--- src/rtl/pfb_pkg.sv ---
package pfb_pkg;
  typedef enum logic [1:0] {
    ST_IDLE  = 2'd0,
    ST_ISSUE = 2'd1,
    ST_WAIT  = 2'd2,
    ST_RESP  = 2'd3
  } pfb_state_e;
endpackage

--- src/rtl/pfb_word_sel.sv ---
module pfb_word_sel #(
  parameter int LINE_W = 32,
  parameter int WORD_W = 16,
  localparam int WORDS = LINE_W / WORD_W,
  localparam int SEL_W = (WORDS > 1) ? $clog2(WORDS) : 1
) (
  input  logic [LINE_W-1:0] line_i,
  input  logic [SEL_W-1:0]  sel_i,
  output logic [WORD_W-1:0] word_o
);
  logic [WORD_W-1:0] words [WORDS];

  // big-endian: lowest word address sits in the most significant bits
  for (genvar g = 0; g < WORDS; g++) begin : g_split
    assign words[g] = line_i[LINE_W-1-g*WORD_W -: WORD_W];
  end

  assign word_o = words[sel_i];
endmodule

--- src/rtl/pfb_hold_reg.sv ---
module pfb_hold_reg #(
  parameter int TAG_W  = 30,
  parameter int LINE_W = 32,
  parameter int WORD_W = 16,
  localparam int WORDS = LINE_W / WORD_W,
  localparam int SEL_W = (WORDS > 1) ? $clog2(WORDS) : 1
) (
  input  logic              clk,
  input  logic              rst_n,
  input  logic              load_i,
  input  logic              inval_i,
  input  logic [TAG_W-1:0]  load_tag_i,
  input  logic [LINE_W-1:0] load_data_i,
  input  logic [TAG_W-1:0]  look_tag_i,
  input  logic [SEL_W-1:0]  look_sel_i,
  output logic              hit_o,
  output logic [WORD_W-1:0] hit_word_o
);
  logic              valid_q;
  logic [TAG_W-1:0]  tag_q;
  logic [LINE_W-1:0] data_q;

  always_ff @(posedge clk) begin
    if (!rst_n) begin
      valid_q <= 1'b0;
      tag_q   <= '0;
      data_q  <= '0;
    end else begin
      if (inval_i) begin
        valid_q <= 1'b0;
      end else if (load_i) begin
        valid_q <= 1'b1;
      end
      if (load_i && !inval_i) begin
        tag_q  <= load_tag_i;
        data_q <= load_data_i;
      end
    end
  end

  assign hit_o = valid_q && (tag_q == look_tag_i);

  pfb_word_sel #(.LINE_W(LINE_W), .WORD_W(WORD_W)) i_hold_sel (
    .line_i(data_q),
    .sel_i (look_sel_i),
    .word_o(hit_word_o)
  );

  AST_INVAL_EMPTIES: assert property (@(posedge clk) disable iff (!rst_n)
    inval_i |=> !hit_o);
  AST_LOAD_HITS: assert property (@(posedge clk) disable iff (!rst_n)
    (load_i && !inval_i) |=> (valid_q && tag_q == $past(load_tag_i)));
endmodule

--- src/rtl/pfb_ctrl.sv ---
module pfb_ctrl
  import pfb_pkg::*;
#(
  parameter int WADDR_W = 31,
  parameter int LINE_W  = 32,
  parameter int WORD_W  = 16
) (
  input  logic               clk,
  input  logic               rst_n,
  input  logic               flush_i,
  input  logic               req_valid_i,
  output logic               req_ready_o,
  input  logic [WADDR_W-1:0] req_addr_i,
  input  logic               req_cacheable_i,
  output logic               rsp_valid_o,
  input  logic               rsp_ready_i,
  output logic [WORD_W-1:0]  rsp_word_o,
  output logic               rsp_err_o,
  output logic               bus_req_valid_o,
  input  logic               bus_req_ready_i,
  input  logic               bus_done_i,
  input  logic               bus_err_i,
  input  logic [LINE_W-1:0]  bus_rdata_i,
  input  logic [WORD_W-1:0]  bus_word_i,
  input  logic               hit_i,
  input  logic [WORD_W-1:0]  hit_word_i,
  output logic [WADDR_W-1:0] addr_o,
  output logic               load_o,
  output logic               inval_o,
  output logic               fill_valid_o,
  output logic [LINE_W-1:0]  fill_data_o
);
  pfb_state_e        state_q;
  logic [WADDR_W-1:0] addr_q;
  logic               cache_q;
  logic               stale_q;
  logic [WORD_W-1:0]  rsp_word_q;
  logic               rsp_err_q;
  logic               fill_v_q;
  logic [LINE_W-1:0]  fill_d_q;
  logic               done_now;

  assign done_now = (state_q == ST_WAIT) && bus_done_i;

  always_ff @(posedge clk) begin
    if (!rst_n) begin
      state_q    <= ST_IDLE;
      addr_q     <= '0;
      cache_q    <= 1'b0;
      stale_q    <= 1'b0;
      rsp_word_q <= '0;
      rsp_err_q  <= 1'b0;
      fill_v_q   <= 1'b0;
      fill_d_q   <= '0;
    end else begin
      fill_v_q <= 1'b0;
      unique case (state_q)
        ST_IDLE: begin
          if (req_valid_i) begin
            addr_q  <= req_addr_i;
            cache_q <= req_cacheable_i;
            stale_q <= 1'b0;
            if (hit_i && !flush_i) begin
              rsp_word_q <= hit_word_i;
              rsp_err_q  <= 1'b0;
              state_q    <= ST_RESP;
            end else begin
              state_q <= ST_ISSUE;
            end
          end
        end
        ST_ISSUE: begin
          if (flush_i) stale_q <= 1'b1;
          if (bus_req_ready_i) state_q <= ST_WAIT;
        end
        ST_WAIT: begin
          if (flush_i) stale_q <= 1'b1;
          if (bus_done_i) begin
            rsp_word_q <= bus_err_i ? '0 : bus_word_i;
            rsp_err_q  <= bus_err_i;
            fill_v_q   <= cache_q && !bus_err_i;
            fill_d_q   <= bus_rdata_i;
            state_q    <= ST_RESP;
          end
        end
        ST_RESP: begin
          if (rsp_ready_i) state_q <= ST_IDLE;
        end
        default: state_q <= ST_IDLE;
      endcase
    end
  end

  assign req_ready_o     = (state_q == ST_IDLE);
  assign bus_req_valid_o = (state_q == ST_ISSUE);
  assign rsp_valid_o     = (state_q == ST_RESP);
  assign rsp_word_o      = rsp_word_q;
  assign rsp_err_o       = rsp_err_q;
  assign addr_o          = addr_q;
  assign fill_valid_o    = fill_v_q;
  assign fill_data_o     = fill_d_q;
  assign load_o  = done_now && !bus_err_i && !stale_q && !flush_i;
  assign inval_o = flush_i || (done_now && bus_err_i);

  AST_BUS_HOLD: assert property (@(posedge clk) disable iff (!rst_n)
    (bus_req_valid_o && !bus_req_ready_i) |=> (bus_req_valid_o && $stable(addr_o)));
  AST_RSP_HOLD: assert property (@(posedge clk) disable iff (!rst_n)
    (rsp_valid_o && !rsp_ready_i) |=> (rsp_valid_o && $stable(rsp_word_o) && $stable(rsp_err_o)));
  AST_FILL_PULSE: assert property (@(posedge clk) disable iff (!rst_n)
    fill_valid_o |=> !fill_valid_o);
  AST_FILL_WITH_RSP: assert property (@(posedge clk) disable iff (!rst_n)
    fill_valid_o |-> (rsp_valid_o && !rsp_err_o));
  AST_HIT_NO_BUS: assert property (@(posedge clk) disable iff (!rst_n)
    (req_valid_i && req_ready_o && hit_i && !flush_i) |=> (rsp_valid_o && !bus_req_valid_o));
  AST_FLUSH_MISS: assert property (@(posedge clk) disable iff (!rst_n)
    (req_valid_i && req_ready_o && flush_i) |=> bus_req_valid_o);
  AST_NO_NEW_REQ: assert property (@(posedge clk) disable iff (!rst_n)
    rsp_valid_o |-> !req_ready_o);
endmodule

--- src/rtl/instr_prefetch_buf.sv ---
module instr_prefetch_buf #(
  parameter int ADDR_W = 32,
  parameter int LINE_W = 32,
  parameter int WORD_W = 16,
  localparam int OFF_LO  = $clog2(WORD_W / 8),
  localparam int WORDS   = LINE_W / WORD_W,
  localparam int SEL_W   = (WORDS > 1) ? $clog2(WORDS) : 1,
  localparam int WADDR_W = ADDR_W - OFF_LO,
  localparam int TAG_W   = WADDR_W - SEL_W,
  localparam int LINE_LO = OFF_LO + SEL_W
) (
  input  logic               clk,
  input  logic               rst_n,
  input  logic               flush,
  input  logic               req_valid,
  output logic               req_ready,
  input  logic [WADDR_W-1:0] req_addr,
  input  logic               req_cacheable,
  output logic               rsp_valid,
  input  logic               rsp_ready,
  output logic [WORD_W-1:0]  rsp_word,
  output logic               rsp_err,
  output logic               bus_req_valid,
  input  logic               bus_req_ready,
  output logic [ADDR_W-1:0]  bus_addr,
  input  logic               bus_done,
  input  logic               bus_err,
  input  logic [LINE_W-1:0]  bus_rdata,
  output logic               fill_valid,
  output logic [ADDR_W-1:0]  fill_addr,
  output logic [LINE_W-1:0]  fill_data
);
  logic [WADDR_W-1:0] addr_q;
  logic               hit;
  logic [WORD_W-1:0]  hit_word;
  logic [WORD_W-1:0]  bus_word;
  logic               load;
  logic               inval;
  logic [ADDR_W-1:0]  line_addr;

  assign line_addr = {addr_q[WADDR_W-1:SEL_W], {LINE_LO{1'b0}}};
  assign bus_addr  = line_addr;
  assign fill_addr = line_addr;

  pfb_word_sel #(.LINE_W(LINE_W), .WORD_W(WORD_W)) i_bus_sel (
    .line_i(bus_rdata),
    .sel_i (addr_q[SEL_W-1:0]),
    .word_o(bus_word)
  );

  pfb_hold_reg #(.TAG_W(TAG_W), .LINE_W(LINE_W), .WORD_W(WORD_W)) i_hold (
    .clk        (clk),
    .rst_n      (rst_n),
    .load_i     (load),
    .inval_i    (inval),
    .load_tag_i (addr_q[WADDR_W-1:SEL_W]),
    .load_data_i(bus_rdata),
    .look_tag_i (req_addr[WADDR_W-1:SEL_W]),
    .look_sel_i (req_addr[SEL_W-1:0]),
    .hit_o      (hit),
    .hit_word_o (hit_word)
  );

  pfb_ctrl #(.WADDR_W(WADDR_W), .LINE_W(LINE_W), .WORD_W(WORD_W)) i_ctrl (
    .clk            (clk),
    .rst_n          (rst_n),
    .flush_i        (flush),
    .req_valid_i    (req_valid),
    .req_ready_o    (req_ready),
    .req_addr_i     (req_addr),
    .req_cacheable_i(req_cacheable),
    .rsp_valid_o    (rsp_valid),
    .rsp_ready_i    (rsp_ready),
    .rsp_word_o     (rsp_word),
    .rsp_err_o      (rsp_err),
    .bus_req_valid_o(bus_req_valid),
    .bus_req_ready_i(bus_req_ready),
    .bus_done_i     (bus_done),
    .bus_err_i      (bus_err),
    .bus_rdata_i    (bus_rdata),
    .bus_word_i     (bus_word),
    .hit_i          (hit),
    .hit_word_i     (hit_word),
    .addr_o         (addr_q),
    .load_o         (load),
    .inval_o        (inval),
    .fill_valid_o   (fill_valid),
    .fill_data_o    (fill_data)
  );

  AST_BUS_IDLE_NO_FILL: assert property (@(posedge clk) disable iff (!rst_n)
    bus_req_valid |-> !fill_valid);
endmodule

--- config.mk ---
export PLATFORM = sky130hd
export DESIGN_NAME = instr_prefetch_buf
export DESIGN_NICKNAME = d
export VERILOG_FILES = /design/src/rtl/pfb_pkg.sv /design/src/rtl/pfb_word_sel.sv /design/src/rtl/pfb_hold_reg.sv /design/src/rtl/pfb_ctrl.sv /design/src/rtl/instr_prefetch_buf.sv
export SDC_FILE = /design/constraint.sdc
export NUM_CORES = 1
export LEC_CHECK = 0
export BUFFER_PORTS_ARGS = -buffer_cell sky130_fd_sc_hd__buf_2
export CAP_MARGIN = 20
export CORE_AREA = 2 2 133 135
export DETAILED_ROUTE_END_ITERATION = 6
export DIE_AREA = 0 0 135 137
export HOLD_SLACK_MARGIN = 0.15
export PLACE_DENSITY_LB_ADDON = 0.12
export SYNTH_ARGS = -nofsm -noshare
export SYNTH_HDL_FRONTEND = slang
export SYNTH_SLANG_ARGS = --single-unit
--- constraint.sdc ---
create_clock -name clk -period 2.2 [get_ports clk]
set_input_delay 0.44 -clock clk [delete_from_list [all_inputs] [get_ports clk]]
set_output_delay 0.44 -clock clk [all_outputs]
set_load 0.05 [all_outputs]
==> results.json, run 1 <==
{
  "status": "complete, no violations",
  "drt-pass1-iter-count": 5,
  "drt-initial-drc-count": 407,
  "vias_per_cell": 5.037,
  "r2r_setup_slack_ps": 190,
  "cap_violations": 0,
  "crit_required_ps": 2570,
  "place.port_buffers": 184,
  "synth_most_common_cell": "nand2_1",
  "syn_area_per_cell_um2": 7.871,
  "end_kind": "flop",
  "track_usage_pct": 21.15,
  "rows": 48,
  "num-fill-cells": 1762,
  "place_hpwl_mm": 13.45,
  "leakage_uw": 0.003516,
  "ir_drop_v": 0.0005829,
  "cts_tree": "built",
  "synthTopCellsByCount": "274 x nand2_1, 148 x dfxtp_1, 129 x a21oi_1",
  "finalSetupViolations": 0,
  "critPathCapture": "i_ctrl.rsp_word_o[10]",
  "core_region_area_um2": 17060,
  "initial_core_util_pct": 39.55,
  "grt_pass1_vias": 5637,
  "rr_startpoint": "i_ctrl.state_q[0]",
  "h-tree-depth": 4,
  "startpoint": "i_ctrl.state_q[0]",
  "hp-start": "req_cacheable",
  "synth_flop_cell": "dfxtp_1",
  "io_pins": 189,
  "critPathKind": "reg2reg",
  "worstReg2RegEnd": "i_ctrl.rsp_word_o[10]",
  "hold_class": "in2reg",
  "syn_area_um2": 6745,
  "clk-insertion-delay-late_ps": 430,
  "setup_tns_ps": 0,
  "avgRoutedWirePerCell_um": 16.02,
  "num_antenna_cells": 0,
  "ff2ff_path_depth": 9,
  "area_delta_synth_final_pct": 23.13,
  "antenna_found_initial": 1,
  "synth_largest_area_cell": "dfxtp_1",
  "finalMaxSlewViolations": 0,
  "hold_viol_final": 0,
  "hold_buffers": 0,
  "yosysWarnings": 0,
  "wirelength_mm": 19.73,
  "final_util_pct": 48.69,
  "grt_start_max_net_pins": 98,
  "cts_root_buf": "clkbuf_16",
  "chipHeight_um": 137,
  "cts_buffers": 17,
  "ys_ff_latch": 148,
  "clkTransAtPathRegs_ps": 60,
  "gp_congestion": 0.7684,
  "gr-total-overflow": 0,
  "async_reset_ff_share_pct": 0,
  "fmax_mhz": 497.3,
  "start_kind": "flop",
  "cp_max_fo": 10,
  "synth_top_cell_area_share_pct": 43.93,
  "fin_nets": 1071,
  "synth.distinct_cells": 37,
  "use_met3_pct": 4.519,
  "antenna_left": 0,
  "rsz0062_at_grt": "false",
  "cp.arrival_ps": 2380,
  "fin_worst_skew_ps": 13.31,
  "grt_busiest_layer": "met2",
  "synthCells": 857,
  "cts.sinks": 148,
  "drive_above_1_share_pct": 25.62,
  "slew_headroom_pct": 66.26,
  "met1_usage_pct": 25.94,
  "grt_pass1_wl_mm": 30.28,
  "p_per_area_nw_per_um2": 1017,
  "power.total_uw": 8445,
  "chipWidth_um": 135,
  "drc": 0,
  "finalCritPeriodShare_pct": 91.40,
  "route.vias.total": 6205,
  "worst_pin_slew_ps": 506.1,
  "cts.path.max_buffers": 2,
  "synth-seq-area-share_pct": 43.93,
  "dieArea_um2": 18500,
  "finalCriticalPeriod_ps": 2011,
  "netlist_top_cells_area": "dfxtp_1 44%, nand2_1 15%, a21oi_1 9.6%",
  "grtUsageMet2_pct": 36.86,
  "synth-edff-count": 0
}
-- metal layers --
metal  share of wire [%]  vias up  wire length [um]
li1                    -     3108                 -
met1                  42     2905              8325
met2                  51      169             10000
met3                 5.4       21              1071
met4                 1.6        2               324
met5               0.041        -                 8
-- timing repair --
item	CTS	global route
hold endpoints to repair	0	0
setup endpoints to repair	0	7
resized for setup	0	2
setup buffers	0	0
-- power by group --
part	switching (uW)	total (uW)	internal, uW
registers	168	3070	2900
clock network	1130	2720	1600
logic	1950	2660	705
total	3240	8450	5200
-- critical path, stage by stage (launching register included) --
cell and delay, ps:
dfxtp_1 380, inv_1 80, ha_2 190, buf_4 160, nand2b_2 80, o21ai_2 110
or2_2 370, buf_4 210, nor4b_1 230, nand3b_1 140
-- flip-flops by register name (all words and copies together), names as in the netlist --
name / count
i_ctrl.rsp_word_o: 16
i_ctrl.fill_valid_o: 1
i_ctrl.state_q: 2
i_hold.valid_q: 1
i_ctrl.rsp_err_o: 1
i_ctrl.fill_data_o: 32
i_ctrl.stale_q: 1
i_hold.tag_q: 30
i_hold.data_q: 32
i_ctrl.addr_o: 31
i_ctrl.cache_q: 1
-- final cells by class --
type | count | area, um^2 | share of cell area, %
sequential | 148 | 2963 | 35.67
timing repair buffer | 212 | 1194 | 14.37
multi-input combinational | 608 | 3291 | 39.62
clock inverter | 10 | 83.83 | 1.009
inverter | 8 | 32.53 | 0.3917
clock buffer | 21 | 460.4 | 5.544
tap | 225 | 281.5 | 3.390
-- layout by cell type (no fill, tap or decap), types with 2 or more instances in the layout --
cell type   netlist  layout
a2bb2oi_1        16      16
o21ai_0          10      10
inv_1             6       6
nor2_1           24      24
buf_12            0       5
ha_1              4       3
nor4b_1          15      15
conb_1            1       4
nand3b_1         16      16
clkinvlp_4        0       2
buf_2            10     184
o21ai_1           8       8
mux2i_1          32      32
clkbuf_1         50       2
and2_1            2       2
nand2_1         274     273
nor4_2            8       6
clkbuf_16         0      17
nand3_1           2       2
nor3_1            4       4
a21oi_1         129     129
nor4_4            0       2
buf_4            35      23
clkbuf_8          0       2
dfxtp_1         148     148
xor2_1           30      30
clkinv_2          0       6
o22ai_1          16      16
-- per-stage QoR --
step | instance area [um^2] | hold slack [ps] | instances | worst slack (ps)
floorplan | 6759 | 414.4 | 860 | 85.13
global placement | 7744 | 441.1 | 1201 | 109.3
detailed placement | 7744 | 444.1 | 1201 | 68.26
CTS | 8288 | 245.1 | 1232 | 120.3
global route | 8305 | 273.7 | 1232 | 1.124
finish | 8305 | 257.7 | 1232 | 189.1
-- cells by family after synthesis --
family,Yosys count,share of synthesized area [%]
AOI/OAI and AO/OA,185,15.25
xor gates and xnor gates,30,3.895
adders and majority gates,4,0.7420
buffers and inverters,104,7.921
DFF,148,43.93
muxes,32,4.749
other,1,0.05559
and+or+nand+nor,353,23.47
-- worst min path at each step --
stage / endpoint / slack, ps / cells past startpoint
floorplan: i_ctrl.fill_valid_o / 410 / 2
global placement: i_ctrl.fill_data_o[6] / 440 / 2
detailed placement: i_ctrl.fill_data_o[10] / 440 / 2
CTS: i_ctrl.cache_q / 250 / 3
global route: i_ctrl.addr_o[7] / 270 / 3
finish: i_ctrl.cache_q / 260 / 3
Power figures use the tool's default switching activity.
==> run 2, diff against run 1 <==
--- a/config.mk
+++ b/config.mk
@@ -5,13 +5,15 @@
 export SDC_FILE = /design/constraint.sdc
 export NUM_CORES = 1
 export LEC_CHECK = 0
-export BUFFER_PORTS_ARGS = -buffer_cell sky130_fd_sc_hd__buf_2
 export CAP_MARGIN = 20
 export CORE_AREA = 2 2 133 135
 export DETAILED_ROUTE_END_ITERATION = 6
 export DIE_AREA = 0 0 135 137
+export DONT_BUFFER_PORTS = 1
+export GPL_TIMING_DRIVEN = 0
 export HOLD_SLACK_MARGIN = 0.15
 export PLACE_DENSITY_LB_ADDON = 0.12
+export SKIP_CTS_REPAIR_TIMING = 1
 export SYNTH_ARGS = -nofsm -noshare
 export SYNTH_HDL_FRONTEND = slang
 export SYNTH_SLANG_ARGS = --single-unit
==> run 2 against run 1 <==
The run now ends with negative setup slack left. Count of clock-buffer cells in the layout down 3. Global-route usage increased by 1.1 points. Critical path depth is 1 higher. Wire length grew 11%. Clock skew down 5.4 ps. Worst hold slack got worse by 120 ps. Sequential power grew 21%. Largest power group unchanged.
==> results.json, run 2 (same netlist as run 1, synthesis figures left out) <==
{
  "gp_congestion": 0.7724,
  "num_antenna_cells": 0,
  "leakage_uw": 0.003174,
  "rsz0062_at_grt": "true",
  "grt_start_max_net_pins": 17,
  "use_met3_pct": 7.630,
  "critPathKind": "reg2reg",
  "r2r_setup_slack_ps": -40,
  "antenna_found_initial": 0,
  "place_ws_ps": -427.3,
  "fin_nets": 1010,
  "drt-pass1-iter-count": 5,
  "cts.path.max_buffers": 2,
  "grtUsageMet2_pct": 38.41,
  "cts_root_buf": "clkbuf_16",
  "drive_above_1_share_pct": 14.89,
  "chipWidth_um": 135,
  "start_kind": "flop",
  "finalCriticalPeriod_ps": 2243,
  "cap_violations": 0,
  "drc": 0,
  "final_cell_mix": "273 x nand2_1, 146 x dfxtp_1, 129 x a21oi_1, 45 x dlygate4sd3_1, 43 x buf_4",
  "worst_pin_slew_ps": 725.3,
  "slowest_delay_ps": 360,
  "fin_worst_skew_ps": 7.948,
  "antenna_left": 0,
  "cts.sinks": 148,
  "route.vias.total": 6155,
  "violations": "negative setup slack",
  "avgRoutedWirePerCell_um": 18.76,
  "vias_per_cell": 5.252,
  "cp.arrival_ps": 2620,
  "clk-insertion-delay-late_ps": 430,
  "grt_busiest_layer": "met2",
  "cts_buffers": 17,
  "core_region_area_um2": 17060,
  "fmax_mhz": 445.8,
  "ir_drop_v": 0.0006134,
  "drt-initial-drc-count": 317,
  "grt_pass1_wl_mm": 31.18,
  "wirelength_mm": 21.99,
  "path_cells": "inv_4, ha_4, buf_8, nand3b_1, nor4_4, nand4_4, buf_6, buf_8, nor4b_2, nand3b_1",
  "layout_commonest_cell": "nand2_1",
  "p_per_area_nw_per_um2": 1025,
  "status": "finished with violations",
  "end_kind": "flop",
  "finalSetupViolations": 6,
  "finalMaxSlewViolations": 0,
  "crit_required_ps": 2580,
  "chipHeight_um": 137,
  "stdcell_area_um2": 8442,
  "crit_path_top_delay_cell": "dfxtp_4",
  "setup_slack_ps": -43.05,
  "gr-total-overflow": 0,
  "dieArea_um2": 18500,
  "cp_max_fo": 6,
  "track_usage_pct": 22.23,
  "met1_usage_pct": 26.15,
  "grt_pass1_vias": 5476,
  "hold_class": "in2reg",
  "area_delta_synth_final_pct": 25.15,
  "slew_headroom_pct": 51.20,
  "rows": 48,
  "initial_core_util_pct": 39.55,
  "hold_viol_final": 0,
  "clkTransAtPathRegs_ps": 70,
  "cts_tree": "built",
  "place_hpwl_mm": 15.01,
  "placed_area_um2": 7041,
  "finalCritPeriodShare_pct": 102.0,
  "h-tree-depth": 4,
  "io_pins": 189,
  "place.port_buffers": 0
}
[run 2: cell types whose count changed in the layout (fill, tap and decap cells not counted), moves of 7 or more]
cell,delta
buf_2,-177
dlygate4sd3_1,+45
clkbuf_1,+29
buf_4,+20
clkbuf_2,+18
nor4b_1,-12
nor4b_2,+7
[run 2: cell type report]
type                            instances  area, um^2
Sequential cell                       148        2970
Clock inverter                         14       142.6
Fill cell                            1693        8615
Clock buffer                           18       439.2
Multi-Input combinational cell        608        3441
Timing Repair Buffer                   56       571.8
Inverter                                8       35.03
Tap cell                              225       281.5
Buffer                                 95       560.5
[run 2: critical path: cells and delay by family, from the launching register on]
| family | cells | cell delay (ps) |
|---|---|---|
| adders and majority gates | 1 | 240 |
| and+or+nand+nor | 5 | 1000 |
| buffers and inverters | 4 | 570 |
| DFF | 1 | 360 |
[run 2: final timing paths]
path                           to  depth (start not counted)         startpoint
max          i_ctrl.rsp_word_o[6]                         10  i_ctrl.state_q[1]
min             i_hold.data_q[25]                          2      bus_rdata[25]
max reg2reg  i_ctrl.rsp_word_o[6]                         10  i_ctrl.state_q[1]
min reg2reg     i_hold.data_q[12]                          2  i_hold.data_q[12]
[run 2: where the power goes]
group | total (uW) | leakage, uW | internal (uW) | switching, uW
clock network | 2910 | 0.000282 | 1620 | 1290
logic | 2030 | 0.00169 | 706 | 1330
registers | 3710 | 0.00120 | 2900 | 804
total | 8650 | 0.00317 | 5230 | 3420
[run 2: layer usage]
metal | share of wire (%) | up-vias | wire [um]
li1 | - | 2992 | -
met3 | 7.4 | 29 | 1633
met2 | 50 | 199 | 10970
met4 | 1.7 | 0 | 375
met1 | 41 | 2935 | 9008
met5 | 0 | - | 0
[run 2: metrics by stage]
step	setup TNS (ps)	total power, uW	util, %	hold WS, ps	cells
2_1_floorplan	0	5158	-	414.4	860
3_3_place_gp	-22150	5539	41.28	443.3	1085
3_5_place_dp	-20480	5543	41.28	447.8	1085
4_1_cts	-23040	8428	44.69	88.02	1117
5_1_grt	-1375	9022	49.49	149.9	1172
6_report	-81.14	8651	49.49	139.3	1172
==> run 3, diff against run 2 <==
--- a/config.mk
+++ b/config.mk
@@ -13,7 +13,9 @@
 export GPL_TIMING_DRIVEN = 0
 export HOLD_SLACK_MARGIN = 0.15
 export PLACE_DENSITY_LB_ADDON = 0.12
+export REMOVE_ABC_BUFFERS = 1
 export SKIP_CTS_REPAIR_TIMING = 1
 export SYNTH_ARGS = -nofsm -noshare
 export SYNTH_HDL_FRONTEND = slang
 export SYNTH_SLANG_ARGS = --single-unit
+export TNS_END_PERCENT = 50
==> run 3 against run 2 <==
The flow still finishes with violations (negative setup slack). Flip-flop and latch count is the same. Final area shrank 3.8%. Worst hold slack gained 11 ps. Clock power grew 6.9%. Critical path depth shrank 1. Non-clock buffer count shrank 96. Fmax grew 0.65%. Sequential share of layout area grew 1.4 points. Utilization shrank 1.9 points. Die area is the same. Critical path type unchanged. Highest routed layer unchanged.
==> results.json, run 3 (same netlist as run 1, synthesis figures left out) <==
{
  "status": "finished with violations",
  "violations": "negative setup slack",
  "initial_core_util_pct": 39.55,
  "h-tree-depth": 4,
  "final_cell_mix": "272 x nand2_1, 146 x dfxtp_1, 129 x a21oi_1, 32 x mux2i_1, 30 x xor2_1",
  "place_hpwl_mm": 12.05,
  "cts.path.max_buffers": 2,
  "setup_tns_ps": -33.79,
  "gp_congestion": 0.7173,
  "min_to": "i_ctrl.addr_o[4]",
  "core_region_area_um2": 17060,
  "end_kind": "flop",
  "vias_per_cell": 5.349,
  "path_cells": "inv_4, ha_4, nand3b_1, nor4_4, buf_4, nand4_4, buf_12, or4b_1, nand3_1",
  "cts.sinks": 148,
  "crit_path_top_delay_cell": "or4b_1",
  "cp_max_fo": 8,
  "hold_class": "in2reg",
  "path_delay_family": "simple AND/OR/NAND/NOR gates",
  "finalCritPeriodShare_pct": 101.3,
  "fin_nets": 916,
  "crit_required_ps": 2560,
  "place_ws_ps": -1215,
  "drive_above_1_share_pct": 10.90,
  "clkTransAtPathRegs_ps": 60,
  "grt_pass1_wl_mm": 27.93,
  "rr_startpoint": "i_ctrl.state_q[1]",
  "rows": 48,
  "antenna_left": 0,
  "hold_viol_final": 0,
  "rsz0062_at_grt": "true",
  "slowest_delay_ps": 510,
  "clk-insertion-delay-late_ps": 420,
  "fmax_mhz": 448.7,
  "gr-total-overflow": 0,
  "ff2ff_path_depth": 9,
  "worst-path-buf-inv": 3,
  "drc": 0,
  "p_per_area_nw_per_um2": 1065,
  "ir_drop_v": 0.0005617,
  "chipHeight_um": 137,
  "place.port_buffers": 0,
  "finalCriticalPeriod_ps": 2228,
  "placed_area_um2": 6793,
  "cts_root_buf": "clkbuf_16",
  "r2r_setup_slack_ps": -30,
  "critPathKind": "reg2reg",
  "cts_tree": "built",
  "dieArea_um2": 18500,
  "worstHoldPathCells": 2,
  "num_antenna_cells": 0,
  "finalSetupViolations": 2,
  "io_pins": 189,
  "drt-pass1-iter-count": 4,
  "finalMaxSlewViolations": 0,
  "chipWidth_um": 135,
  "area_delta_synth_final_pct": 20.37,
  "power.total_uw": 8644,
  "setup_slack_ps": -28.45,
  "worst_pin_slew_ps": 1074,
  "fin_worst_skew_ps": 9.600,
  "start_kind": "flop",
  "antenna_found_initial": 0,
  "cp.arrival_ps": 2590,
  "track_usage_pct": 19.31,
  "wirelength_mm": 19.65,
  "stdcell_area_um2": 8119,
  "grt_pass1_vias": 5477,
  "cts_buffers": 17,
  "route.vias.total": 5766,
  "hp-start": "req_addr[4]",
  "drt-initial-drc-count": 239,
  "slew_headroom_pct": 28.30,
  "cap_violations": 0,
  "layout_commonest_cell": "nand2_1",
  "grt_start_max_net_pins": 89,
  "avgRoutedWirePerCell_um": 18.23,
  "place_inst": 1001,
  "leakage_uw": 0.002892,
  "instances_no_fill": 1078,
  "worstReg2RegEnd": "i_ctrl.rsp_word_o[14]"
}
[run 3: report_power, final]
| part | leakage (uW) | switching [uW] | internal [uW] | total [uW] |
|---|---|---|---|---|
| Clock | 0.000298 | 1170 | 1940 | 3110 |
| Combinational | 0.00139 | 891 | 576 | 1470 |
| Sequential | 0.00120 | 1170 | 2900 | 4070 |
| Total | 0.00289 | 3230 | 5420 | 8640 |
[run 3: routing by layer]
layer  global-route usage, %  up-vias  share of wire [%]
li1                        -     2805                  -
met1                   21.90     2748                 42
met2                   32.97      190                 48
met3                   8.630       23                9.2
met4                   5.440        0                1.2
met5                       0        -                  0
[run 3: worst max-delay path by stage]
stage | to | start | cells past startpoint | slack [ps]
CTS | i_ctrl.rsp_err_o | i_ctrl.state_q[1] | 7 | -1240
global route | i_ctrl.rsp_err_o | i_ctrl.state_q[0] | 9 | -120
floorplan | i_hold.data_q[0] | i_ctrl.state_q[0] | 6 | -2330
finish | i_ctrl.rsp_word_o[14] | i_ctrl.state_q[1] | 9 | -30
global placement | i_hold.tag_q[1] | i_ctrl.state_q[0] | 6 | -5330
detailed placement | i_ctrl.rsp_err_o | i_ctrl.state_q[1] | 7 | -1210
[run 3: metrics by stage]
stage               utilization, %  hold WS (ps)
floorplan                        -         414.4
global placement             38.31         440.4
detailed placement           39.83         446.6
CTS                          43.49         78.96
global route                 47.60         150.5
finish                       47.60         150.1
[run 3: layout make-up]
cell class                      count  area (um^2)
Fill cell                        1634         8937
Multi-Input combinational cell    610         3506
Sequential cell                   148         2968
Timing Repair Buffer               55        700.7
Clock buffer                       21        450.4
Tap cell                          225        281.5
Clock inverter                     11        175.2
Inverter                            8        37.54
[run 3: worst register-to-register path, stage by stage (launching register included)]
cell and delay (ps):
dfxtp_4 370, inv_4 70, ha_4 260, nand3b_1 170, nor4_4 190, buf_4 180, nand4_4 130, buf_12 200
or4b_1 510, nand3_1 90
